`src/rtl/ipl_pkg.sv`:
```
package ipl_pkg;
   typedef enum logic [1:0] {
      SEL_HOLD = 2'd0,
      SEL_LIVE = 2'd1,
      SEL_MIN  = 2'd2
   } sel_e;
endpackage

```
`src/rtl/ipl_pin_latch.sv`:
```
module ipl_pin_latch #(
   parameter int LEVEL_W = 3
) (
   input  logic               clk,
   input  logic               rst_n,
   input  logic [LEVEL_W-1:0] live_lvl,
   input  logic               bus_stb,
   input  logic               master_en,
   output logic [LEVEL_W-1:0] held_lvl
);
   localparam logic [LEVEL_W-1:0] ZERO = '0;

   generate
      if (LEVEL_W < 1 || LEVEL_W > 8) begin : g_bad_width
         $error("ipl_pin_latch: LEVEL_W out of range");
      end
   endgenerate

   always_ff @(posedge clk) begin
      if (!rst_n)
         held_lvl <= ZERO;
      else if (bus_stb)
         held_lvl <= master_en ? live_lvl : ZERO;
   end

   assert_latch_hold_R3: assert property (@(posedge clk) disable iff (!rst_n)
      !bus_stb |=> $stable(held_lvl));
   assert_gate_zero_R9: assert property (@(posedge clk) disable iff (!rst_n)
      (bus_stb && !master_en) |=> held_lvl == ZERO);
   assert_capture_R2: assert property (@(posedge clk) disable iff (!rst_n)
      (bus_stb && master_en) |=> held_lvl == $past(live_lvl));
endmodule

```
`src/rtl/ipl_boundary_sel.sv`:
```
module ipl_boundary_sel
   import ipl_pkg::*;
#(
   parameter int LEVEL_W = 3
) (
   input  logic               clk,
   input  logic               rst_n,
   input  logic [LEVEL_W-1:0] live_lvl,
   input  logic [LEVEL_W-1:0] held_lvl,
   input  logic               bnd_stb,
   input  logic               core_stopped,
   input  logic               lat_en,
   output logic [LEVEL_W-1:0] core_lvl
);
   sel_e               sel;
   logic [LEVEL_W-1:0] min_lvl;
   logic [LEVEL_W-1:0] nxt_lvl;

   always_comb begin
      if (!bnd_stb)
         sel = SEL_HOLD;
      else if (!lat_en || core_stopped)
         sel = SEL_LIVE;
      else
         sel = SEL_MIN;
   end

   assign min_lvl = (held_lvl < live_lvl) ? held_lvl : live_lvl;

   always_comb begin
      case (sel)
         SEL_LIVE: nxt_lvl = live_lvl;
         SEL_MIN:  nxt_lvl = min_lvl;
         default:  nxt_lvl = core_lvl;
      endcase
   end

   always_ff @(posedge clk) begin
      if (!rst_n)
         core_lvl <= '0;
      else
         core_lvl <= nxt_lvl;
   end

   assert_out_hold_R10: assert property (@(posedge clk) disable iff (!rst_n)
      !bnd_stb |=> $stable(core_lvl));
   assert_not_above_live_R6: assert property (@(posedge clk) disable iff (!rst_n)
      bnd_stb |=> core_lvl <= $past(live_lvl));
   assert_not_above_held_R4: assert property (@(posedge clk) disable iff (!rst_n)
      (bnd_stb && lat_en && !core_stopped) |=> core_lvl <= $past(held_lvl));
   assert_stopped_live_R7: assert property (@(posedge clk) disable iff (!rst_n)
      (bnd_stb && core_stopped) |=> core_lvl == $past(live_lvl));
   assert_bypass_live_R8: assert property (@(posedge clk) disable iff (!rst_n)
      (bnd_stb && !lat_en) |=> core_lvl == $past(live_lvl));
endmodule

```
`src/rtl/ipl_boundary_sampler.sv`:
```
module ipl_boundary_sampler #(
   parameter int LEVEL_W = 3
) (
   input  logic               clk,
   input  logic               rst_n,
   input  logic [LEVEL_W-1:0] live_lvl,
   input  logic               bus_stb,
   input  logic               bnd_stb,
   input  logic               core_stopped,
   input  logic               lat_en,
   input  logic               master_en,
   output logic [LEVEL_W-1:0] core_lvl
);
   logic [LEVEL_W-1:0] held_lvl;

   ipl_pin_latch #(.LEVEL_W(LEVEL_W)) u_latch (
      .clk       (clk),
      .rst_n     (rst_n),
      .live_lvl  (live_lvl),
      .bus_stb   (bus_stb),
      .master_en (master_en),
      .held_lvl  (held_lvl)
   );

   ipl_boundary_sel #(.LEVEL_W(LEVEL_W)) u_sel (
      .clk          (clk),
      .rst_n        (rst_n),
      .live_lvl     (live_lvl),
      .held_lvl     (held_lvl),
      .bnd_stb      (bnd_stb),
      .core_stopped (core_stopped),
      .lat_en       (lat_en),
      .core_lvl     (core_lvl)
   );

   assert_reset_zero_R1: assert property (@(posedge clk)
      !rst_n |=> core_lvl == '0);
endmodule

```
`config.mk`:
```
export PLATFORM = sky130hd
export DESIGN_NAME = ipl_boundary_sampler
export DESIGN_NICKNAME = d
export VERILOG_FILES = /design/src/rtl/ipl_pkg.sv /design/src/rtl/ipl_pin_latch.sv /design/src/rtl/ipl_boundary_sel.sv /design/src/rtl/ipl_boundary_sampler.sv
export SDC_FILE = /design/constraint.sdc
export NUM_CORES = 1
export LEC_CHECK = 0
export BUFFER_PORTS_ARGS = -buffer_cell sky130_fd_sc_hd__buf_4
export CAP_MARGIN = 20
export CORE_AREA = 4 4 41 43
export CTS_CLUSTER_DIAMETER = 30
export CTS_CLUSTER_SIZE = 20
export DETAILED_ROUTE_END_ITERATION = 6
export DIE_AREA = 0 0 45 47
export PLACE_DENSITY = 0.53
export SYNTH_ARGS = -nofsm -noshare
export SYNTH_HDL_FRONTEND = slang
export SYNTH_SLANG_ARGS = --single-unit
export TNS_END_PERCENT = 100
```
`constraint.sdc`:
```
create_clock -name clk -period 1.6 [get_ports clk]
set_input_delay 0.32 -clock clk [delete_from_list [all_inputs] [get_ports clk]]
set_output_delay 0.32 -clock clk [all_outputs]
set_load 0.1 [all_outputs]
```
==> out/summary.txt, run 1 <==
Worst Setup End Kind -> flop
Port Buffers -> 12
pin count of the biggest net entering global routing -> 10
Net Sw Frac -> 0.310
RSZ-0062 raised after global routing -> no
sequential share of the synthesized area -> 0.320
Mapped Cells -> 41
Synth warnings -> 0
clock buffer depth -> 2
Flop pwr share -> 0.395
Max FO, Critical Path -> 4
Primary FF master, synth -> dfxtp_1
Tmin final -> 1.25 ns
largest family of logic cells by synthesized area -> simple AND/OR/NAND/NOR gates
max-slew violations -> 0
Internal Pwr Total -> 0.286 mW
worst slew pin tran -> 0.259 ns
post-synth top area share -> 0.320
final setup fails -> 0
setup TNS -> 0 ns
Synth async-reset ratio -> 0
first-pass GRT wire length -> 1210 um
post-synthesis compound-gate area fraction -> 0.217
final WL -> 785 um
Pleak -> 0.208 nW
Synth Cell Area -> 375 um^2
Via Count -> 339
drt wl/cell -> 11.1 um
Netlist cell types -> 24
Final Hold Fails -> 0
Final Power -> 0.415 mW
initial antenna violation count -> 0
Hold Slack -> 0.334 ns
cell with the most instances after synthesis -> dfxtp_1
peak supply drop -> 0.547 mV
Fin Clk Skew -> 0.00104 ns
HPWL Detailed -> 632 um
total grt overflow -> 0
DRT iter0 DRCs -> 8
GPL Wtd Cong -> 0.628
syn_nets -> 53
Final Cell Area -> 507 um^2
nets@finish -> 70
combinational power share -> 0.278
MaxCap Viol Count -> 0
P&R area growth vs syn -> 35.0%
Critical Path AT -> 1.37 ns
proportion of synthesized area in mux cells -> 0
htree depth -> 1
Die Ht -> 47 um
critical path type -> flop to flop
core area -> 1300 um^2
FILL cells -> 139
Worst-Skew Late Latency -> 0.24 ns
Post-CTS Setup Bufs -> 0
vias in the first global route -> 289
diodes inserted -> 0
Startpoint Class -> flop
placed cells -> 68
Worst Path Required -> 1.72 ns
initial core utilization -> 0.288
GR Util All Layers -> 0.0854
EDFF count, synth -> 0
Pre-antenna DRT Iters -> 4
placement row count -> 13
clock group share of total power -> 0.326
hold buffer count at cts -> 0
crit share post-route -> 0.783
TritonCTS clock tree -> done
Non-Filler Instances -> 71
CTS Sinks -> 6
simple logic cell fraction of the synthesized area -> 0.377
average size of a mapped cell -> 9.16 um^2
clk slew on worst S/H paths -> 0.04 ns
die width -> 45 um
post-synthesis register bit count -> 6
post-route ant nets -> 0
slew margin rel. -> 0.826
Synth Area in Adders -> 0.0667
boundary pin count -> 13
die area -> 2120 um^2
share of post-route cells with drive strength above 1 -> 0.357
XOR/XNOR Fraction of Synth Area -> 0
status -> complete, no violations
cell taking the most area after synthesis -> dfxtp_1
CTS resizes -> 0
vias per cell -> 4.77
placed cell areas -> 484 um^2
Area contributors post-synth -> dfxtp_1 32%, ha_1 6.7%, nand2b_1 6.7%
Switch Pwr -> 0.129 mW
Synth top cells by count -> 6 x dfxtp_1, 4 x nand2b_1, 3 x a21boi_0, 3 x nand3_1
cts bufs inserted -> 3
Max Fclk -> 799 MHz
root buffer cell -> clkbuf_4
drc violations -> 0
PD cells -> 819 nW/um^2
Hold Path Class -> input pin to flop
==> placed cells by master (no fill, tap or decap) <==
cell type	count
nor2b_1	1
o31ai_1	1
o21a_1	1
nand4bb_1	1
nand2_1	2
a21boi_0	3
o221ai_1	1
nor2b_2	1
nor3_2	1
dfxtp_1	6
nor3b_2	1
o2111ai_1	1
and2_1	1
clkbuf_4	3
ha_1	2
nand3_1	3
a31oi_1	1
o21ai_0	2
nand2b_1	4
and4bb_4	1
a21oi_1	2
nand3_2	1
or2b_1	1
nor3_1	1
buf_4	12
inv_1	2
==> worst max-delay path: stages (launching register included) <==
cell and delay (ns):
dfxtp_1 0.33, ha_1 0.19, and4bb_4 0.36, o2111ai_1 0.10, nor3b_2 0.16
==> state kept, by name, summed over array words and instances (netlist names) <==
register / count
u_sel.core_lvl: 3
u_latch.held_lvl: 3
==> metal layers <==
metal  vias up  global-route usage  wire length [um]
met3         0              0.0690                78
met1       146               0.100               373
met2        11               0.121               333
li1        182                   -                 -
met5         -                   0                 0
met4         0              0.0175                 0
==> layout make-up <==
cell class,instances,area (um^2),area share
clock buffer,3,22.5,0.0444
timing repair buffer,12,90.1,0.178
multi-input combinational,33,248,0.489
tap,15,18.8,0.0370
sequential,6,120,0.237
inverter,2,7.51,0.0148
==> worst paths after layout <==
path         slack, ns  depth (start not counted)                        startpoint                               end
max reg2reg       0.35                          4  u_latch.held_lvl[2]$_SDFFE_PN0P_    u_sel.core_lvl[1]$_SDFFE_PN0P_
min reg2reg       0.50                          2  u_latch.held_lvl[0]$_SDFFE_PN0P_  u_latch.held_lvl[0]$_SDFFE_PN0P_
max               0.35                          4  u_latch.held_lvl[2]$_SDFFE_PN0P_    u_sel.core_lvl[1]$_SDFFE_PN0P_
min               0.33                          2                           bnd_stb    u_sel.core_lvl[2]$_SDFFE_PN0P_
==> through the flow <==
| step | utilization | worst slack [ns] |
|---|---|---|
| final | 0.389 | 0.348 |
| after floorplan | - | 0.153 |
| after CTS | 0.389 | 0.346 |
| after global placement | 0.372 | 0.226 |
| after detailed placement | 0.372 | 0.221 |
| after global routing | 0.389 | 0.302 |
==> cell families after synthesis <==
kind of cell,Yosys count
buffers and inverters,2
AO/OA/AOI/OAI,12
AND/OR/NAND/NOR,19
flip-flops,6
adder cells (fa/ha/maj),2
==> power by group through the flow <==
stage	Clock [mW]	Combinational, mW	Sequential (mW)
2_1_floorplan	0	0.0347	0.208
3_3_place_gp	0	0.116	0.167
3_5_place_dp	0	0.116	0.167
4_1_cts	0.144	0.116	0.164
5_1_grt	0.154	0.124	0.165
6_report	0.136	0.116	0.164
(Power assumes the default switching activity.)
==> run 2: changes to the inputs <==
Settings changed: PLACE_DENSITY 0.53 to 0.55.
Clock period 1.6 ns to 1.05 ns, I/O delays scaled along.
==> run 2 against run 1 <==
Compared with the run above:
- the run now ends with negative setup slack left
- combinational power grew 78%
- die area is the same
- design area grew 18%
- via count grew 10%
- sequential share of layout area shrank 1.9 points
- highest routed layer unchanged
- wire length grew 4.7%
- clock skew grew 0.0019 ns
==> out/summary.txt, run 2 (same netlist as run 1, synthesis figures left out) <==
status -> finished, violations left
violated checks -> negative setup slack
final worst slack -> -0.102 ns
setup TNS -> -0.150 ns
root buffer cell -> clkbuf_4
drc violations -> 0
Final Hold Fails -> 0
vias per cell -> 4.91
Worst Path Required -> 1.18 ns
Worst Setup End Kind -> flop
HPWL Detailed -> 668 um
Switch Pwr -> 0.219 mW
Final Cell Area -> 596 um^2
slew margin rel. -> 0.849
GPL Wtd Cong -> 0.663
P&R area growth vs syn -> 58.7%
die area -> 2120 um^2
Final Power -> 0.691 mW
most common cell after layout, fill and taps aside -> buf_4
Fin Clk Skew -> 0.00292 ns
Hold Path Class -> input pin to flop
most frequent cells in the layout -> 13 x buf_4, 4 x nand2b_1
PD cells -> 1160 nW/um^2
Max FO, Critical Path -> 4
worst slew pin tran -> 0.226 ns
Seq. cell area -> 130 um^2
Non-Filler Instances -> 76
critical path type -> flop to flop
core area -> 1300 um^2
Port Buffers -> 12
die width -> 45 um
Pre-antenna DRT Iters -> 2
final setup fails -> 3
TritonCTS clock tree -> done
Pleak -> 0.237 nW
Tmin final -> 1.15 ns
drt wl/cell -> 10.8 um
GR Util All Layers -> 0.0932
placed cell areas -> 542 um^2
Post-CTS Setup Bufs -> 0
nets@finish -> 74
pin count of the biggest net entering global routing -> 10
clock group share of total power -> 0.338
Buf/Inv on CP -> 0
post-route ant nets -> 0
CTS Sinks -> 6
Largest regs -> u_latch.held_lvl x3, u_sel.core_lvl x3
vias in the first global route -> 348
DRT iter0 DRCs -> 5
crit-path cells -> ha_4, and4bb_4, o2111ai_2, nor3b_2
cts bufs inserted -> 3
peak supply drop -> 0.683 mV
combinational power share -> 0.298
initial antenna violation count -> 0
first-pass GRT wire length -> 1320 um
Max stage delay on crit path -> 0.32 ns
share of post-route cells with drive strength above 1 -> 0.557
htree depth -> 1
Flop pwr share -> 0.364
total grt overflow -> 0
multi-input logic area -> 282 um^2
placement row count -> 13
pre-CTS setup slack -> -0.144 ns
clk slew on worst S/H paths -> 0.05 ns
Via Count -> 373
CP top delay family -> simple AND/OR/NAND/NOR gates
placed cells -> 72
MaxCap Viol Count -> 0
final WL -> 822 um
crit share post-route -> 1.10
Finished Core Util -> 0.458
clock buffer depth -> 2
initial core utilization -> 0.288
Worst-Skew Late Latency -> 0.25 ns
RSZ-0062 raised after global routing -> yes
Net Sw Frac -> 0.317
boundary pin count -> 13
diodes inserted -> 0
Internal Pwr Total -> 0.472 mW
FILL cells -> 139
Critical-path top delay cell -> dfxtp_2
max-slew violations -> 0
hold buffer count at cts -> 0
Die Ht -> 47 um
Hold Slack -> 0.215 ns
Max Fclk -> 868 MHz
Critical Path AT -> 1.28 ns
Startpoint Class -> flop
-- run 2: changes by cell type in the layout (fill, tap and decap cells not counted), sizes merged --
cell    change
buf         +4
clkbuf      +1
-- run 2: path summary, 6_finish.rpt --
kind | startpoint | to | slack [ns] | depth (start not counted)
max reg2reg | u_latch.held_lvl[2]$_SDFFE_PN0P_ | u_sel.core_lvl[1]$_SDFFE_PN0P_ | -0.10 | 4
min | bnd_stb | u_sel.core_lvl[2]$_SDFFE_PN0P_ | 0.21 | 2
max | u_latch.held_lvl[2]$_SDFFE_PN0P_ | u_sel.core_lvl[1]$_SDFFE_PN0P_ | -0.10 | 4
min reg2reg | u_latch.held_lvl[0]$_SDFFE_PN0P_ | u_latch.held_lvl[0]$_SDFFE_PN0P_ | 0.51 | 2
-- run 2: layout make-up --
| type | count | share of cell area |
|---|---|---|
| clock buffers | 4 | 0.0441 |
| well taps | 15 | 0.0315 |
| flip-flops and latches | 6 | 0.218 |
| inverters | 2 | 0.0126 |
| repair buffers | 16 | 0.221 |
| multi-input cells | 33 | 0.473 |
-- run 2: timing repair --
action | CTS | global route
pin swaps | 3 | 0
hold endpoints to repair | 0 | 0
resized for setup | 7 | 1
endpoints found under the setup margin | 6 | 3
-- run 2: power by group through the flow --
stage          Clock [mW]  Combinational (mW)  Sequential, mW
6_report            0.234               0.206           0.251
5_1_grt             0.259               0.221           0.252
4_1_cts             0.246               0.206           0.252
3_5_place_dp            0               0.194           0.254
3_3_place_gp            0               0.195           0.253
2_1_floorplan           0              0.0584           0.318
-- run 2: routing by layer --
metal	vias up	wire length [um]	part of all wire	track usage
li1	193	-	-	-
met1	167	362	0.44	0.0955
met2	13	368	0.45	0.147
met3	0	91	0.11	0.0690
met4	0	0	0	0.0351
met5	-	0	0	0
==> run 3: changes to the inputs <==
Settings changed: ABC_AREA set to 1, PLACE_DENSITY 0.55 to 0.51, SLEW_MARGIN set to 20.
==> run 3 against run 2 <==
Compared with the run above:
- highest routed layer unchanged
- worst hold slack better by 0.036 ns
- largest power group unchanged
- synthesized cell count is 24% higher
- via count is 1.9% lower
- die area stayed put
- sequential power hardly changed
- the flow still finishes with violations (negative setup slack)
==> out/summary.txt, run 3 <==
drt wl/cell -> 9.82 um
CTS Sinks -> 6
Worst Path Required -> 1.18 ns
initial antenna violation count -> 0
final setup fails -> 3
final WL -> 835 um
violated checks -> negative setup slack
Synth warnings -> 0
clock group share of total power -> 0.322
largest family of logic cells by synthesized area -> simple AND/OR/NAND/NOR gates
vias in the first global route -> 335
MaxCap Viol Count -> 0
Tmin final -> 1.17 ns
die width -> 45 um
EDFF count, synth -> 0
drc violations -> 0
proportion of synthesized area in mux cells -> 0
pin count of the biggest net entering global routing -> 8
syn_nets -> 63
HPWL Detailed -> 661 um
CP top delay family -> simple AND/OR/NAND/NOR gates
Flop pwr share -> 0.381
pre-CTS setup slack -> -0.229 ns
Port Buffers -> 12
post-synth top area share -> 0.358
Startpoint Class -> flop
nets@finish -> 84
share of post-route cells with drive strength above 1 -> 0.429
simple logic cell fraction of the synthesized area -> 0.418
peak supply drop -> 0.636 mV
XOR/XNOR Fraction of Synth Area -> 0
Pleak -> 0.280 nW
sequential share of the synthesized area -> 0.358
RSZ-0062 raised after global routing -> yes
Critical Path AT -> 1.30 ns
Final Power -> 0.660 mW
average size of a mapped cell -> 6.57 um^2
clk slew on worst S/H paths -> 0.05 ns
die area -> 2120 um^2
post-synthesis compound-gate area fraction -> 0.0597
post-synthesis register bit count -> 6
most common cell after layout, fill and taps aside -> buf_4
Switch Pwr -> 0.212 mW
root buffer cell -> clkbuf_4
PD cells -> 1200 nW/um^2
post-route ant nets -> 0
Synth Cell Area -> 335 um^2
Synth async-reset ratio -> 0
Critical-path top delay cell -> dfxtp_2
most frequent cells in the layout -> 13 x buf_4, 10 x nand2_1, 9 x nand3_1
Max stage delay on crit path -> 0.33 ns
vias per cell -> 4.31
Max FO, Critical Path -> 4
diodes inserted -> 0
Hold Path Class -> input pin to flop
core area -> 1300 um^2
Worst-Skew Late Latency -> 0.24 ns
htree depth -> 1
Netlist cell types -> 10
Net Sw Frac -> 0.321
FILL cells -> 143
Synth Area in Adders -> 0.0746
Synth top cells by count -> 12 x nand2_1, 9 x nand3_1, 8 x inv_1, 7 x nor2_1, 6 x dfxtp_1
Fin Clk Skew -> 0.00231 ns
Die Ht -> 47 um
crit share post-route -> 1.11
placed cells -> 82
slew margin rel. -> 0.855
Area contributors post-synth -> dfxtp_1 36%, nand3_1 13%, nand2_1 13%
GPL Wtd Cong -> 0.792
GR Util All Layers -> 0.0854
Largest regs -> u_latch.held_lvl x3, u_sel.core_lvl x3
Buf/Inv on CP -> 1
TritonCTS clock tree -> done
total grt overflow -> 0
Final Hold Fails -> 0
worst slew pin tran -> 0.217 ns
Non-Filler Instances -> 85
setup TNS -> -0.237 ns
initial core utilization -> 0.258
Worst Setup End Kind -> flop
Primary FF master, synth -> dfxtp_1
critical path type -> flop to flop
max-slew violations -> 0
status -> finished, violations left
final worst slack -> -0.119 ns
Via Count -> 366
P&R area growth vs syn -> 63.4%
cell taking the most area after synthesis -> dfxtp_1
Mapped Cells -> 51
crit-path cells -> ha_4, nand2_4, nand2_4, nor2_4, nand2_2, nand2_1, nand3_1, nand2_1, inv_1
Internal Pwr Total -> 0.449 mW
boundary pin count -> 13
clock buffer depth -> 2
first-pass GRT wire length -> 1310 um
cell with the most instances after synthesis -> nand2_1
Finished Core Util -> 0.421
cts bufs inserted -> 3
combinational power share -> 0.297
Pre-antenna DRT Iters -> 3
placement row count -> 13
DRT iter0 DRCs -> 6
Max Fclk -> 855 MHz
## run 3: power groups by stage
| stage | clock network (mW) | registers (mW) | logic (mW) |
|---|---|---|---|
| finish | 0.212 | 0.251 | 0.196 |
| global route | 0.237 | 0.252 | 0.212 |
| CTS | 0.215 | 0.251 | 0.186 |
| detailed placement | 0 | 0.255 | 0.182 |
| global placement | 0 | 0.254 | 0.180 |
| floorplan | 0 | 0.314 | 0.0539 |
## run 3: cell type report
cell class                      instances  area [um^2]  area share
Clock buffer                            3         22.5      0.0411
Inverter                                8         30.0      0.0548
Multi-Input combinational cell         37          220       0.402
Sequential cell                         6          125       0.228
Tap cell                               15         18.8      0.0342
Timing Repair Buffer                   16          131       0.240
## run 3: path summary, 6_finish.rpt
| check | start | to | slack [ns] | cells after the start |
|---|---|---|---|---|
| max | u_latch.held_lvl[2]$_SDFFE_PN0P_ | u_sel.core_lvl[1]$_SDFFE_PN0P_ | -0.12 | 9 |
| min | bus_stb | u_latch.held_lvl[2]$_SDFFE_PN0P_ | 0.25 | 3 |
| max reg2reg | u_latch.held_lvl[2]$_SDFFE_PN0P_ | u_sel.core_lvl[1]$_SDFFE_PN0P_ | -0.12 | 9 |
| min reg2reg | u_latch.held_lvl[0]$_SDFFE_PN0P_ | u_latch.held_lvl[0]$_SDFFE_PN0P_ | 0.49 | 2 |
## run 3: what timing repair did
action | CTS | global route
setup endpoints to repair | 4 | 5
pin swaps | 5 | 1
resized for setup | 2 | 6
hold buffers | 0 | 0
setup buffers | 0 | 0
hold endpoints to repair | 0 | 0
## run 3: worst reg2reg max path, delay by kind of cell, from the launching register on
family,cells,cell delay (ns)
flip-flops,1,0.33
AND/OR/NAND/NOR,7,0.48
buffers and inverters,1,0.03
adder cells (fa/ha/maj),1,0.22
## run 3: per-layer routing
metal | global-route usage | part of all wire | up-vias
met5 | 0 | 0 | -
met2 | 0.141 | 0.48 | 6
met1 | 0.103 | 0.47 | 159
met3 | 0.0383 | 0.054 | 0
li1 | - | - | 201
met4 | 0.0175 | 0 | 0
## run 3: kinds of logic after synthesis
| group | Yosys count |
|---|---|
| simple gates | 31 |
| buf+inv | 8 |
| flops | 6 |
| compound gates | 4 |
| fa+ha+maj | 2 |
## run 3: through the flow
stage	hold WS [ns]	instance area, um^2
after detailed placement	0.475	497
after CTS	0.250	526
after floorplan	0.350	358
after global routing	0.269	548
after global placement	0.480	497
final	0.250	548
